$ cat src/rtl/smute_pkg.sv
package smute_pkg;
  typedef enum logic {DIR_UP = 1'b0, DIR_DOWN = 1'b1} ramp_dir_t;
  localparam int unsigned CHANNELS = 2;
endpackage

$ cat src/rtl/smute_step_pacer.sv
module smute_step_pacer #(
  parameter int unsigned IDX_W            = 7,
  parameter int unsigned SAMPLES_PER_STEP = 8
) (
  input  logic             clk,
  input  logic             rst,
  input  logic             strobe,
  input  logic             mute,
  output logic [IDX_W-1:0] gain_idx
);
  import smute_pkg::*;

  localparam int unsigned CNT_W = (SAMPLES_PER_STEP > 1) ? $clog2(SAMPLES_PER_STEP) : 1;
  localparam logic [CNT_W-1:0] CNT_LAST = CNT_W'(SAMPLES_PER_STEP - 1);
  localparam logic [IDX_W-1:0] IDX_MAX  = {IDX_W{1'b1}};
  localparam logic [IDX_W-1:0] IDX_MIN  = '0;

  ramp_dir_t        dir;
  logic [CNT_W-1:0] cnt_q;
  logic             at_rest;
  logic             step_now;

  assign dir      = mute ? DIR_DOWN : DIR_UP;
  assign at_rest  = (dir == DIR_DOWN) ? (gain_idx == IDX_MIN) : (gain_idx == IDX_MAX);
  assign step_now = strobe && !at_rest && (cnt_q == CNT_LAST);

  always_ff @(posedge clk) begin
    if (rst) begin
      cnt_q    <= '0;
      gain_idx <= IDX_MAX;
    end else if (strobe) begin
      if (at_rest) begin
        cnt_q <= '0;
      end else if (step_now) begin
        cnt_q    <= '0;
        gain_idx <= (dir == DIR_DOWN) ? gain_idx - 1'b1 : gain_idx + 1'b1;
      end else begin
        cnt_q <= cnt_q + 1'b1;
      end
    end
  end
endmodule

$ cat src/rtl/smute_gain_mul.sv
module smute_gain_mul #(
  parameter int unsigned DATA_W = 18,
  parameter int unsigned IDX_W  = 7
) (
  input  logic signed [DATA_W-1:0] sample,
  input  logic        [IDX_W-1:0]  gain_idx,
  output logic signed [DATA_W-1:0] scaled
);
  localparam int unsigned PROD_W = DATA_W + IDX_W + 1;
  localparam logic [IDX_W-1:0] IDX_UNITY = {IDX_W{1'b1}};
  localparam logic signed [PROD_W-1:0] BIAS = PROD_W'((1 << IDX_W) - 1);

  logic signed [PROD_W-1:0] prod;
  logic signed [PROD_W-1:0] biased;
  logic signed [PROD_W-1:0] shifted;

  always_comb begin
    prod    = PROD_W'(sample) * $signed({1'b0, gain_idx});
    // bias negative products so the arithmetic shift truncates toward zero
    biased  = prod[PROD_W-1] ? prod + BIAS : prod;
    shifted = biased >>> IDX_W;
    scaled  = (gain_idx == IDX_UNITY) ? sample : shifted[DATA_W-1:0];
  end
endmodule

$ cat src/rtl/smute_ramp.sv
module smute_ramp #(
  parameter int unsigned DATA_W           = 18,
  parameter int unsigned IDX_W            = 7,
  parameter int unsigned SAMPLES_PER_STEP = 8
) (
  input  logic                     clk,
  input  logic                     rst,
  input  logic                     mute_in,
  input  logic                     in_valid,
  input  logic signed [DATA_W-1:0] in_left,
  input  logic signed [DATA_W-1:0] in_right,
  output logic                     out_valid,
  output logic signed [DATA_W-1:0] out_left,
  output logic signed [DATA_W-1:0] out_right
);
  import smute_pkg::*;

  logic        [IDX_W-1:0]  gain_idx;
  logic signed [DATA_W-1:0] ch_in  [CHANNELS];
  logic signed [DATA_W-1:0] ch_mul [CHANNELS];
  logic signed [DATA_W-1:0] ch_out [CHANNELS];

  assign ch_in[0]  = in_left;
  assign ch_in[1]  = in_right;
  assign out_left  = ch_out[0];
  assign out_right = ch_out[1];

  smute_step_pacer #(
    .IDX_W            (IDX_W),
    .SAMPLES_PER_STEP (SAMPLES_PER_STEP)
  ) u_pacer (
    .clk      (clk),
    .rst      (rst),
    .strobe   (in_valid),
    .mute     (mute_in),
    .gain_idx (gain_idx)
  );

  // one shared gain index feeds every channel
  for (genvar c = 0; c < CHANNELS; c++) begin : g_chan
    smute_gain_mul #(
      .DATA_W (DATA_W),
      .IDX_W  (IDX_W)
    ) u_mul (
      .sample   (ch_in[c]),
      .gain_idx (gain_idx),
      .scaled   (ch_mul[c])
    );

    always_ff @(posedge clk) begin
      if (rst) begin
        ch_out[c] <= '0;
      end else if (in_valid) begin
        ch_out[c] <= ch_mul[c];
      end
    end
  end

  always_ff @(posedge clk) begin
    if (rst) out_valid <= 1'b0;
    else     out_valid <= in_valid;
  end
endmodule

$ cat config.mk
export PLATFORM = sky130hd
export DESIGN_NAME = smute_ramp
export DESIGN_NICKNAME = d
export VERILOG_FILES = /design/src/rtl/smute_pkg.sv /design/src/rtl/smute_step_pacer.sv /design/src/rtl/smute_gain_mul.sv /design/src/rtl/smute_ramp.sv
export SDC_FILE = /design/constraint.sdc
export NUM_CORES = 1
export LEC_CHECK = 0
export ABC_CLOCK_PERIOD_IN_PS = 6800
export BUFFER_PORTS_ARGS = -buffer_cell sky130_fd_sc_hd__buf_2
export CAP_MARGIN = 5
export CORE_UTILIZATION = 41
export DETAILED_ROUTE_END_ITERATION = 8
export PLACE_DENSITY_LB_ADDON = 0.25
export SLEW_MARGIN = 10
export SYNTH_ARGS = -nofsm -noshare
export SYNTH_HDL_FRONTEND = slang
export SYNTH_SLANG_ARGS = --single-unit
$ cat constraint.sdc
create_clock -name clk -period 6.8 [get_ports clk]
set_input_delay 0 -clock clk [delete_from_list [all_inputs] [get_ports clk]]
set_output_delay 0 -clock clk [all_outputs]
set_load 0.01 [all_outputs]
==> flow_summary.yaml <==
status:
  status: "finished, final reports clean"
die:
  rows: 63
  core_sq_um: 29600
  dieArea_sq_um: 30800
  dieHeight_um: 176
  start_util: 0.417
  die_w_um: 176
  io_pins: 77
drt:
  drtAntennaViolNets: 0
  drt-initial-drc-count: 509
  dr.pass1.iters: 5
  wl_met2_mm: 14.1
  highest_layer: "met4"
  vias: 9566
  route.detailed.drc: 0
  drt_wl_total_mm: 30.1
  wire_per_inst_um: 16.3
  wl_met3_mm: 1.00
  wl_met1_mm: 14.7
  via_per_inst: 5.17
logic_synthesis:
  synth-seq-cells: 47
  synth_top_flop_cell: "edfxtp_1"
  ys_seq_area_frac: 0.105
  ys.warnings.count: 0
  synth.distinct_cells: 69
  synth-edff-count: 36
  syn_inst: 1411
  synth_nets: 1757
  syn_area_sq_um: 12300
  asyncSetResetFlopFracSynth: 0
  syn_avg_cell_area_sq_um: 8.75
clock_network:
  clock-sinks: 47
  ctsHoldBuffers: 0
  clkTransAtPathRegs_ns: 0.07
  clock_path_buffers: 2
  cts_setup_buffers: 0
  postCtsResizedCells: 0
  htreeDepth: 2
  clk_latency_ns: 0.31
  cts_buffers: 5
  cts_root_buffer: "clkbuf_16"
  cts_tree: "done"
power_and_ir_drop:
  cellPowerDensity_nw_per_um2: 507
  p_leak_nw: 6.57
  ir_worst_vdd_mv: 0.264
final_layout:
  layout.cells.non_filler: 1851
  drive_gt1_frac: 0.0794
  antenna_cells: 0
  final_nets: 1806
  syn_to_final_growth_pct: 8.12
timing:
  max-slew-margin-rel: 0.465
  period_needed_ns: 6.44
  drv_slew: 0
  finalHoldWorstSlack_ns: 0.0481
  fin_tns_setup_ns: 0
  worst_slew_pin_slew_ns: 0.802
  finalCritPeriodShare: 0.947
  rsz0062_at_grt: "no"
  max_freq_mhz: 155
  layout_setup_ws_ns: 0.358
  setup_violations: 0
  finalClockSkew_ns: 0.00424
  finalHoldViolCount: 0
worst_setup_path:
  worst_r2r_path_depth: 20
  critPathArrivalTime_ns: 6.45
  timing.rr.start: "u_pacer.gain_idx[3]"
  cp_data_required_time_ns: 6.81
  worstSetupEndpointType: "register"
  regToRegEndpoint: "ch_out[1][3]"
  critPathLaunchType: "register"
  rrSetupSlack_ns: 0.36
  path_max_fanout: 18
  path_class: "reg2reg"
placed_design:
  io_buffer_count: 76
  dpl.cell_count: 1843
  dp_slack_ns: 0.227
  dp.final_hpwl_mm: 23.7
  gp_congestion: 0.864
grt:
  overflow: 0
  antenna_found_initial: 1
  grt_max_degree: 69
  grt_usage: 0.201
  grt_pass1_vias: 9426
  grt_pass1_wl_mm: 49.0
hold_path:
  hold_depth: 2
  min_to: "u_pacer.gain_idx[5]"
  hold_class: "in2reg"
  min_from: "rst"
run:
  cap_violations: 0
[per-layer routing]
metal  global-route usage  vias to the layer above
met3               0.0156                       20
met2                0.327                      179
met4               0.0344                        0
met1                0.295                     4785
li1                     -                     4582
met5                    0                        -
[flip-flops by register name (all words and copies together) (netlist names)]
| register | flops |
|---|---|
| ch_out | 36 |
| u_pacer.gain_idx | 7 |
| out_valid | 1 |
| u_pacer.cnt_q | 3 |
[cell usage in the layout (no fill, tap or decap), drive strengths merged, types with 36 or more instances in the layout]
cell type,netlist,routed
ha,113,113
inv,280,279
xnor2,44,44
buf,4,93
nor2,52,52
and2,194,194
a21oi,58,58
fa,193,193
edfxtp,36,36
nand2,100,100
[power breakdown]
group          total (mW)  leakage [nW]  switching, mW  internal, mW
sequential          0.334         0.485        0.00807         0.326
clock               0.312        0.0874          0.129         0.182
combinational        6.12          5.99           3.63          2.49
[metrics by stage]
step                      power [mW]  area [sq um]   util
final                           6.77         13400  0.450
after global routing            7.53         13400  0.450
after CTS                       6.75         13300  0.450
after detailed placement        6.38         13200  0.444
after global placement          6.34         13200  0.444
after floorplan                 5.22         12300      -
[worst max-delay path by stage]
| stage | from | end | slack [ns] | cells after the start |
|---|---|---|---|---|
| 5_1_grt | u_pacer.gain_idx[3] | ch_out[1][17] | 0.01 | 20 |
| 6_report | u_pacer.gain_idx[3] | ch_out[1][3] | 0.36 | 20 |
| 3_3_place_gp | u_pacer.gain_idx[4] | ch_out[1][3] | 0.37 | 18 |
| 4_1_cts | u_pacer.gain_idx[4] | ch_out[1][3] | 0.16 | 19 |
| 3_5_place_dp | u_pacer.gain_idx[4] | ch_out[1][3] | 0.23 | 19 |
| 2_1_floorplan | u_pacer.gain_idx[4] | ch_out[0][15] | 0.80 | 22 |
[worst max-delay path, cell delays in order (launching register included)]
cell and delay [ns]:
dfxtp_1 0.50, buf_12 0.20, buf_4 0.24, nand2_1 0.10, fa_1 0.51, inv_1 0.05
fa_1 0.49, fa_1 0.49, inv_1 0.05, fa_1 0.47, inv_1 0.04, ha_1 0.37
a21oi_1 0.22, o211ai_1 0.18, a21oi_1 0.35, o31ai_1 0.17, a31oi_1 0.45, mux2i_2 0.42
o21ai_0 0.15, nor4_1 0.44, o221ai_1 0.24
[cells in the mapped netlist, types with 19 or more instances]
library cell	count	area (sq um)
inv_1	280	1050
and2_1	194	1210
fa_1	193	3860
ha_1	113	1410
nand2_1	100	375
a21oi_1	57	285
nor2_1	52	195
clkbuf_1	46	173
xnor2_1	44	385
edfxtp_1	36	1080
xor2_1	32	280
a211oi_1	29	218
o21ai_0	27	135
a21o_1	24	180
nor3_1	19	95.1
[cell type report]
cell class                 instances  area, sq um
tap                              390          488
timing repair buffer              93          533
multi-input combinational       1033         9800
inverter                         280         1050
fill                            2968        16300
sequential                        47         1300
clock buffer                       8          179
[cell families (layout without fill, tap and decap cells)]
group	count (synthesis)	in the layout	synth area share
AND/OR/NAND/NOR	446	446	0.198
adder cells (fa/ha/maj)	306	306	0.427
flip-flops	47	47	0.105
buffers and inverters	331	381	0.102
multiplexers	4	4	0.00334
AO/OA/AOI/OAI	199	199	0.107
XOR/XNOR	78	78	0.0577
(Power assumes the default switching activity.)
